### src/rtl/raster_pkg.sv
package raster_pkg;

  // Strobes the counter stage hands to the datapath, one set per pixel clock.
  typedef struct packed {
    logic active;    // pixel lies inside the visible area
    logic hsync;     // column lies in the horizontal sync window
    logic vsync;     // row lies in the vertical sync window
    logic firstCol;  // column 0 of a visible row
    logic firstRow;  // row 0 of the frame
  } rasterStrobe_t;

  localparam rasterStrobe_t IDLE_STROBE = '0;

endpackage

### src/rtl/raster_ctrl.sv
module raster_ctrl
  import raster_pkg::*;
#(
  parameter int H_ACTIVE = 800,
  parameter int H_FRONT  = 40,
  parameter int H_SYNC   = 128,
  parameter int H_BACK   = 88,
  parameter int V_ACTIVE = 600,
  parameter int V_FRONT  = 1,
  parameter int V_SYNC   = 4,
  parameter int V_BACK   = 23
) (
  input  logic          clk,
  input  logic          rst,
  input  logic          enable,
  output rasterStrobe_t strobe
);

  localparam int H_TOTAL     = H_ACTIVE + H_FRONT + H_SYNC + H_BACK;
  localparam int V_TOTAL     = V_ACTIVE + V_FRONT + V_SYNC + V_BACK;
  localparam int HCW         = $clog2(H_TOTAL);
  localparam int VCW         = $clog2(V_TOTAL);
  localparam int H_SYNC_FROM = H_ACTIVE + H_FRONT;
  localparam int H_SYNC_TO   = H_SYNC_FROM + H_SYNC;
  localparam int V_SYNC_FROM = V_ACTIVE + V_FRONT;
  localparam int V_SYNC_TO   = V_SYNC_FROM + V_SYNC;

  logic [HCW-1:0] hCnt;
  logic [VCW-1:0] vCnt;
  logic           cntLive;
  logic           lastCol;
  logic           lastRow;
  rasterStrobe_t  decoded;

  assign lastCol = int'(hCnt) == H_TOTAL - 1;
  assign lastRow = int'(vCnt) == V_TOTAL - 1;

  // Position counters: held at frame start while stopped, the first live
  // cycle presents pixel (0,0) before any advance.
  always_ff @(posedge clk) begin
    if (rst || !enable) begin
      hCnt    <= '0;
      vCnt    <= '0;
      cntLive <= 1'b0;
    end else begin
      cntLive <= 1'b1;
      if (cntLive) begin
        if (lastCol) begin
          hCnt <= '0;
          vCnt <= lastRow ? '0 : vCnt + VCW'(1);
        end else begin
          hCnt <= hCnt + HCW'(1);
        end
      end
    end
  end

  // Window compares, registered below so they do not chain into the datapath.
  always_comb begin
    decoded.active   = (int'(hCnt) < H_ACTIVE) && (int'(vCnt) < V_ACTIVE);
    decoded.hsync    = (int'(hCnt) >= H_SYNC_FROM) && (int'(hCnt) < H_SYNC_TO);
    decoded.vsync    = (int'(vCnt) >= V_SYNC_FROM) && (int'(vCnt) < V_SYNC_TO);
    decoded.firstCol = (hCnt == '0) && (int'(vCnt) < V_ACTIVE);
    decoded.firstRow = (vCnt == '0);
  end

  always_ff @(posedge clk) begin
    if (rst) begin
      strobe <= IDLE_STROBE;
    end else begin
      strobe <= cntLive ? decoded : IDLE_STROBE;
    end
  end

endmodule

### src/rtl/raster_wrap.sv
module raster_wrap #(
  parameter int W = 10
) (
  input  logic         clk,
  input  logic         rst,
  input  logic         restart,
  input  logic         step,
  input  logic [W-1:0] limit,
  output logic [W-1:0] value
);

  logic [W:0] nextUp;

  assign nextUp = {1'b0, value} + (W+1)'(1);

  // Modular counter: restart wins over step; a limit of 0 behaves as 1.
  always_ff @(posedge clk) begin
    if (rst) begin
      value <= '0;
    end else if (restart) begin
      value <= '0;
    end else if (step) begin
      value <= (nextUp >= {1'b0, limit}) ? '0 : nextUp[W-1:0];
    end
  end

endmodule

### src/rtl/raster_dp.sv
module raster_dp
  import raster_pkg::*;
#(
  parameter int   COLOR_W   = 8,
  parameter int   IMG_W     = 10,
  parameter logic HSYNC_POL = 1'b1,
  parameter logic VSYNC_POL = 1'b1
) (
  input  logic               clk,
  input  logic               rst,
  input  rasterStrobe_t      strobe,
  input  logic [IMG_W-1:0]   imgWidth,
  input  logic [IMG_W-1:0]   imgHeight,
  output logic               pixReq,
  output logic [IMG_W-1:0]   imgX,
  output logic [IMG_W-1:0]   imgY,
  input  logic               pixValid,
  input  logic [COLOR_W-1:0] pixRed,
  input  logic [COLOR_W-1:0] pixGreen,
  input  logic [COLOR_W-1:0] pixBlue,
  output logic [COLOR_W-1:0] vidRed,
  output logic [COLOR_W-1:0] vidGreen,
  output logic [COLOR_W-1:0] vidBlue,
  output logic               vidHsync,
  output logic               vidVsync,
  output logic               vidBlank
);

  rasterStrobe_t reqStage;
  logic          takeColor;

  // Request stage: timing strobes travel alongside the request.
  always_ff @(posedge clk) begin
    if (rst) begin
      reqStage <= IDLE_STROBE;
    end else begin
      reqStage <= strobe;
    end
  end

  assign pixReq = reqStage.active;

  raster_wrap #(.W(IMG_W)) u_colWrap (
    .clk     (clk),
    .rst     (rst),
    .restart (strobe.active && strobe.firstCol),
    .step    (strobe.active),
    .limit   (imgWidth),
    .value   (imgX)
  );

  raster_wrap #(.W(IMG_W)) u_rowWrap (
    .clk     (clk),
    .rst     (rst),
    .restart (strobe.active && strobe.firstCol && strobe.firstRow),
    .step    (strobe.active && strobe.firstCol),
    .limit   (imgHeight),
    .value   (imgY)
  );

  assign takeColor = reqStage.active && pixValid;

  // Output stage: colour captured in the request cycle, black otherwise.
  always_ff @(posedge clk) begin
    if (rst) begin
      vidRed   <= '0;
      vidGreen <= '0;
      vidBlue  <= '0;
      vidHsync <= ~HSYNC_POL;
      vidVsync <= ~VSYNC_POL;
      vidBlank <= 1'b1;
    end else begin
      vidRed   <= takeColor ? pixRed   : '0;
      vidGreen <= takeColor ? pixGreen : '0;
      vidBlue  <= takeColor ? pixBlue  : '0;
      vidHsync <= reqStage.hsync ? HSYNC_POL : ~HSYNC_POL;
      vidVsync <= reqStage.vsync ? VSYNC_POL : ~VSYNC_POL;
      vidBlank <= ~reqStage.active;
    end
  end

endmodule

### src/rtl/raster_gen.sv
module raster_gen
  import raster_pkg::*;
#(
  parameter int   H_ACTIVE  = 800,
  parameter int   H_FRONT   = 40,
  parameter int   H_SYNC    = 128,
  parameter int   H_BACK    = 88,
  parameter int   V_ACTIVE  = 600,
  parameter int   V_FRONT   = 1,
  parameter int   V_SYNC    = 4,
  parameter int   V_BACK    = 23,
  parameter int   COLOR_W   = 8,
  parameter int   IMG_W     = 10,
  parameter logic HSYNC_POL = 1'b1,
  parameter logic VSYNC_POL = 1'b1
) (
  input  logic               clk,
  input  logic               rst,
  input  logic               enable,
  input  logic [IMG_W-1:0]   imgWidth,
  input  logic [IMG_W-1:0]   imgHeight,
  output logic               pixReq,
  output logic [IMG_W-1:0]   imgX,
  output logic [IMG_W-1:0]   imgY,
  input  logic               pixValid,
  input  logic [COLOR_W-1:0] pixRed,
  input  logic [COLOR_W-1:0] pixGreen,
  input  logic [COLOR_W-1:0] pixBlue,
  output logic [COLOR_W-1:0] vidRed,
  output logic [COLOR_W-1:0] vidGreen,
  output logic [COLOR_W-1:0] vidBlue,
  output logic               vidHsync,
  output logic               vidVsync,
  output logic               vidBlank
);

  rasterStrobe_t strobe;

  raster_ctrl #(
    .H_ACTIVE (H_ACTIVE), .H_FRONT (H_FRONT), .H_SYNC (H_SYNC), .H_BACK (H_BACK),
    .V_ACTIVE (V_ACTIVE), .V_FRONT (V_FRONT), .V_SYNC (V_SYNC), .V_BACK (V_BACK)
  ) u_ctrl (
    .clk    (clk),
    .rst    (rst),
    .enable (enable),
    .strobe (strobe)
  );

  raster_dp #(
    .COLOR_W (COLOR_W), .IMG_W (IMG_W),
    .HSYNC_POL (HSYNC_POL), .VSYNC_POL (VSYNC_POL)
  ) u_dp (
    .clk       (clk),
    .rst       (rst),
    .strobe    (strobe),
    .imgWidth  (imgWidth),
    .imgHeight (imgHeight),
    .pixReq    (pixReq),
    .imgX      (imgX),
    .imgY      (imgY),
    .pixValid  (pixValid),
    .pixRed    (pixRed),
    .pixGreen  (pixGreen),
    .pixBlue   (pixBlue),
    .vidRed    (vidRed),
    .vidGreen  (vidGreen),
    .vidBlue   (vidBlue),
    .vidHsync  (vidHsync),
    .vidVsync  (vidVsync),
    .vidBlank  (vidBlank)
  );

endmodule

### config.mk
export PLATFORM = sky130hd
export DESIGN_NAME = raster_gen
export DESIGN_NICKNAME = d
export VERILOG_FILES = /design/src/rtl/raster_pkg.sv /design/src/rtl/raster_ctrl.sv /design/src/rtl/raster_wrap.sv /design/src/rtl/raster_dp.sv /design/src/rtl/raster_gen.sv
export SDC_FILE = /design/constraint.sdc
export NUM_CORES = 1
export LEC_CHECK = 0
export BUFFER_PORTS_ARGS = -buffer_cell sky130_fd_sc_hd__buf_2
export CORE_UTILIZATION = 52
export DETAILED_ROUTE_END_ITERATION = 7
export HOLD_SLACK_MARGIN = 0.02
export MAX_ROUTING_LAYER = met4
export PLACE_DENSITY = 0.79
export SLEW_MARGIN = 10
export SYNTH_ARGS = -nofsm -noshare
export SYNTH_HDL_FRONTEND = slang
export SYNTH_SLANG_ARGS = --single-unit
### constraint.sdc
create_clock -name clk -period 3.4 [get_ports clk]
set_clock_uncertainty 0.1 [all_clocks]
set_input_delay 0.17 -clock clk [delete_from_list [all_inputs] [get_ports clk]]
set_output_delay 0.17 -clock clk [all_outputs]
set_load 0.05 [all_outputs]
; Yosys cells after proc, flatten, opt, wreduce, memory -nomap -nowiden
; Cells that the tools add are included.
[word_totals]
register_bits = 77
word_cells = 59
[op_classes]
n_addsub = 4
muxes = 7
reduce_logical = 16
n_lt_le_gt_ge = 8
bitwise_logic = 3
n_eq_ne = 2
[ops]
columns = op, n
row1 = $mux W10, 3
row2 = $add A10 B1 Y11 const B, 2
row3 = $ge A11 B10 Y1, 2
row4 = $lt A11 B10 Y1 const B, 2
row5 = $lt A10 B10 Y1 const B, 2
row6 = $add A11 B1 Y11 const B, 1
row7 = $eq A11 B11 Y1 const B, 1
row8 = $ge A11 B10 Y1 const B, 1
row9 = $logic_not A11 Y1, 1
row10 = $mux W11, 1
row11 = $add A10 B1 Y10 const B, 1
row12 = $eq A10 B10 Y1 const B, 1
row13 = $ge A10 B10 Y1 const B, 1
row14 = $logic_not A10 Y1, 1
row15 = $reduce_or A2 Y1, 4
row16 = $logic_and A1 B1 Y1, 7
row17 = $mux W1, 3
row18 = $not A1 Y1, 3
row19 = $reduce_and A2 Y1, 1
row20 = $logic_not A1 Y1, 1
row21 = $logic_or A1 B1 Y1, 1

; Depth between registers and ports, before layout
[logic_depth]
word_depth = 3
mapped_depth = 13
depth_no_buf = 12

; Modules after synthesis
; Synthesis repeated with hierarchy kept, for this count alone.
[unflattened]
cells_unflattened = 440
area_unflattened_um2 = 4042.6
[modules_own_cells]
columns = mod, seq_area_each_um2, instances, cells_each, area_each_um2
row1 = raster_ctrl, 540.5, 1, 163, 1385.1
row2 = raster_dp, 600.6, 1, 69, 937.1
row3 = raster_wrap (u_dp.u_colWrap), 200.2, 1, 107, 868.3
row4 = raster_wrap (u_dp.u_rowWrap), 200.2, 1, 101, 852.1

; Worst setup path after synthesis
; Ideal clock, no wire load.
[synth_timing]
path_type = register to register
from = reg u_dp.u_colWrap.value[0]
to = reg u_dp.u_colWrap.value[4]
path_slack_ns = 0.312
arrival_ns = 2.876
path_stages_with_launch = 12
setup_time_ns = 0.112
n_path_buf = 1
period_less_slack_ns = 3.088
path_cell_list = dfxtp_1 -> ha_1 -> and3_1 -> clkbuf_1 -> nand3_1 -> xnor2_1 -> ha_1 -> a22o_1 -> nor4_1 -> o221a_2 -> a21oi_1 -> a2111oi_1
[synth_between]
elab_chain_cells = 3
[synth_rtl]
columns = element, line
row1 = "start, declared", raster_wrap.sv:9  ; output logic [W-1:0] value
row2 = "start signal, assigned", raster_wrap.sv:23  ; value <= (nextUp >= {1'b0, limit}) ? '0 : nextUp[W-1:0];
row3 = $add A10 B1 Y11 *, raster_wrap.sv:14  ; assign nextUp = {1'b0, value} + (W+1)'(1);
row4 = $ge A11 B10 Y1, raster_wrap.sv:23
row5 = $mux W10 *, raster_wrap.sv:23
; Mark *: on every way between the ends. The rest lies on a longest branch, timed or not.
; A chain may end at the register's enable or synchronous reset.

; Worst setup path in the final report
[layout_timing]
from = reg u_dp.u_colWrap.value[0]
to = reg u_dp.u_colWrap.value[3]
; The elaborated chain is that of the path after synthesis.

==> results.env <==
PORTBUFFERS=95
ANTENNA_LEFT=0
CP-END-KIND='flip-flop'
LEAKAGE_nW=2.18
CRITPATHLAUNCHTYPE='flip-flop'
DRT_ITER0_DRC=155
CLOCK_PATH_BUFFERS=2
RESULT_OF_THE_RUN='completed'
POST_CTS.REPAIR.SETUP_BUFFERS=0
FILLERS=491
POST-ROUTE-DRC-COUNT=0
CLK-INSERTION-DELAY-LATE_NS=0.35
DOMINANTREGCELLSYNTH='dfxtp_1'
GRT_PASS1_WL_MM=14.0
ROUTED_WIRE_LENGTH_PER_INSTANCE_UM=14.1
CLOCK.FMAX_MHz=342
PWR_DENSITY_CELL_mW_PER_MM2=400
LAYOUT.CELLS.MOST_COMMON_LIST='95 x buf_2, 77 x dfxtp_1, 33 x nor2_1, 31 x inv_1, 30 x nand2_1'
POST_DETAIL_PLACE_HPWL_MM=5.74
FINALWEIGHTEDCONGESTION=0.882
SETUP_TOTAL_NEGATIVE_SLACK_NS=0
GLOBALROUTEOVERFLOWTOTAL=0
INITIAL_CORE_UTIL_PCT=55.1
SYN_NETS=473
DRIVE_GT1_SHARE_PCT=23.2
SYNTH-SEQ-AREA-SHARE_PCT=42.8
ASYNC_FLOP_SHARE_PCT=0
ANTENNA_CELLS_INSERTED=0
HOLD_VIOLATIONS=0
PLACE_AREA_SQ_MM=0.00413
PATH_CLASS='reg -> reg'
DESIGN.FINAL.NETS=594
SHARE_CLK_OF_TOTAL_POWER_PCT=44.1
CLOCK_SLEW_AT_REPORTED_PATH_FFS_NS=0.08
SYNTH_CELL_TYPE_COUNT=50
WORSTHOLDPATHTYPE='in -> reg'
CTS_TREE='built'
IOPINCOUNT=96
FF2FF_SETUP_SLACK_NS=0.48
DESIGN_INTERNAL_POWER_mW=1.45
DR.PASS1.ITERS=6
GRT_ANTENNA_BEFORE_REPAIR=0
HOLD_DEPTH=2
SWITCHING_SHARE_PCT=21.4
PEAKVDDDROP_mV=0.364
AREAGROWTHSYNTHTOFINISH_PCT=28.3
RR_ENDPOINT='u_dp.u_colWrap.value[3]'
HOLD_PATH_STARTPOINT='rst'
POWER.SEQUENTIAL.FRACTION_PCT=49.5
MAX-CAP-VIOLATIONS=0
NUM_ROWS=29
GR-USAGE-ALL-LAYERS_PCT=25.1
CTS_INSERTED_BUFFERS=9
WORST_PIN_SLEW_NS=0.727
CTSHTREEMAXLEVEL=3
UNREPAIRED_SETUP_ENDPOINTS_AFTER_GLOBAL_ROUTING='no'
ROUTE.DETAILED.VIAS_PER_INST=5.39
DIE_H_UM=85.2
SYNTH-SEQ-CELLS=77
POSTSYNTHCELLCOUNT=397
R2R.WORST_PATH.CELLS=11
SETUP_VIOL=0
MAX_SLEW_VIOLATION_COUNT=0
MIN_PERIOD_NS=2.92
SYNTH_EDF_COUNT=0
FIRST_GLOBAL_VIAS=3099
SYNTHESIS.AREA_PER_INSTANCE_SQ_UM=9.07
DIE_W_UM=85.2
CRITICAL_PATH_PEAK_FANOUT=8
PWR-SHARE-COMB_PCT=6.3
DETAILROUTE.VIA_COUNT=3229
TIMING.CRITICAL_PATH.ARRIVAL_NS=3.09
LARGEST_NET_DEGREE_AT_THE_START_OF_GLOBAL_ROUTING=25
LAYOUT.CELLS.MOST_COMMON='buf_2'
P_SWITCHING_mW=0.396
FLOORPLAN_CORE_AREA_SQ_MM=0.00653
SYNTH_AREA_SQ_MM=0.00360
WORST_EP_REQUIRED_TIME_NS=3.57
PERIOD_UTILISATION_LAYOUT_PCT=85.9
TOTALWIRELENGTH_MM=8.42
DESIGN.DIE.AREA_SQ_MM=0.00726
CTS.SINK_COUNT=77
RR_STARTPOINT='u_dp.u_colWrap.value[0]'
WORST_HOLD_PATH.ENDPOINT='u_dp.vidHsync'
SLEW_HEADROOM_PCT=51.4
CLOCK_TREE.ROOT_CELL='clkbuf_8'
YOSYS_WARNINGS=0
POST-ROUTE-CELL-AREA_SQ_MM=0.00462
-- synthesized netlist by cell type (all sizes together) (5+ instances only) --
master	count	area [sq um]
nor2	35	134
a21oi	15	78.8
a32o	9	90.1
dfxtp	77	1540
and3	13	86.3
inv	32	120
o21ai	8	43.8
nor2b	5	31.3
a21o	5	37.5
xnor2	15	131
nand4	13	87.6
nand3	21	105
ha	28	350
nand2	30	113
clkbuf	8	30.0
xor2	20	175
and2	25	156
-- area by class of cell --
class | count | area, sq um | share of cell area [%]
repair buffers | 121 | 733 | 15.9
clock inverters | 6 | 113 | 2.44
clock buffers | 9 | 124 | 2.68
inverters | 32 | 120 | 2.60
multi-input cells | 277 | 1890 | 40.9
flip-flops and latches | 77 | 1540 | 33.4
well taps | 77 | 96.3 | 2.09
-- flip-flops by register name, indices dropped and copies added, names as in the netlist --
| register | cells |
|---|---|
| u_dp.u_rowWrap.value | 10 |
| u_dp.pixReq | 1 |
| u_dp.u_colWrap.value | 10 |
| u_dp.vidGreen | 8 |
| u_dp.reqStage | 2 |
| u_dp.vidBlue | 8 |
| u_dp.vidVsync | 1 |
| u_ctrl.cntLive | 1 |
| u_dp.vidBlank | 1 |
| u_ctrl.hCnt | 11 |
| u_dp.vidHsync | 1 |
| u_dp.vidRed | 8 |
| u_ctrl.vCnt | 10 |
| u_ctrl.strobe | 5 |
-- metrics by stage --
step                power [mW]  setup slack, ns  hold slack [ns]  cells  utilization [%]
global route              1.91            0.190           0.0494    599             70.7
CTS                       1.86            0.453           0.0341    599             70.7
detailed placement        1.03            0.471            0.273    559             63.2
finish                    1.85            0.479           0.0446    599             70.7
global placement          1.03            0.596            0.269    559             63.2
floorplan                0.987            0.312            0.192    397                -
-- per-layer routing --
layer | wire length (um) | global-route usage (%) | vias to the layer above
met5 | 0 | - | -
met4 | 142 | 8.78 | 0
met3 | 456 | 6.23 | 14
met2 | 4280 | 42.1 | 119
met1 | 3540 | 29.3 | 1490
li1 | - | - | 1606
-- worst max-delay path, cell delays in order, from the launching register on --
cell and delay [ns]:
dfxtp_1 0.42, ha_1 0.24, and3_1 0.29, nand3_1 0.12, xnor2_1 0.22, ha_1 0.30, a22o_1 0.21, nor4_1 0.18
o221a_2 0.24, a21o_1 0.24, nand4_1 0.13, a21oi_1 0.16
-- power groups by stage --
stage / Combinational, mW / Clock (mW) / Sequential, mW
6_report: 0.117 / 0.816 / 0.915
5_1_grt: 0.129 / 0.868 / 0.916
4_1_cts: 0.116 / 0.827 / 0.915
3_5_place_dp: 0.0924 / 0 / 0.936
3_3_place_gp: 0.0898 / 0 / 0.936
2_1_floorplan: 0.0405 / 0 / 0.946
-- how the worst max path moves through the flow --
stage	from	end	cells past startpoint
finish	u_dp.u_colWrap.value[0]	u_dp.u_colWrap.value[3]	11
global route	u_dp.u_colWrap.value[0]	u_dp.u_colWrap.value[3]	11
CTS	u_dp.u_colWrap.value[0]	u_dp.u_colWrap.value[0]	11
detailed placement	u_dp.u_colWrap.value[0]	u_dp.u_colWrap.value[0]	11
global placement	u_dp.u_colWrap.value[0]	u_dp.u_colWrap.value[1]	11
floorplan	u_dp.u_colWrap.value[0]	u_dp.u_colWrap.value[4]	11
-- repair_timing --
item,CTS,global route
gates resized for setup,0,0
hold endpoints to repair,26,0
hold buffers,25,0
-- cells by family (layout without fill, tap and decap cells) --
logic type	count (synthesis)	count (layout)	synth area share (%)
XOR/XNOR	35	35	8.52
flip-flops	77	77	42.8
AO/OA/AOI/OAI	53	53	10.7
buffers and inverters	43	168	4.73
multiplexers	1	1	0.278
adder cells (fa/ha/maj)	28	28	9.73
AND/OR/NAND/NOR	160	160	23.3
Note: power is estimated with default switching activity, not from simulation.
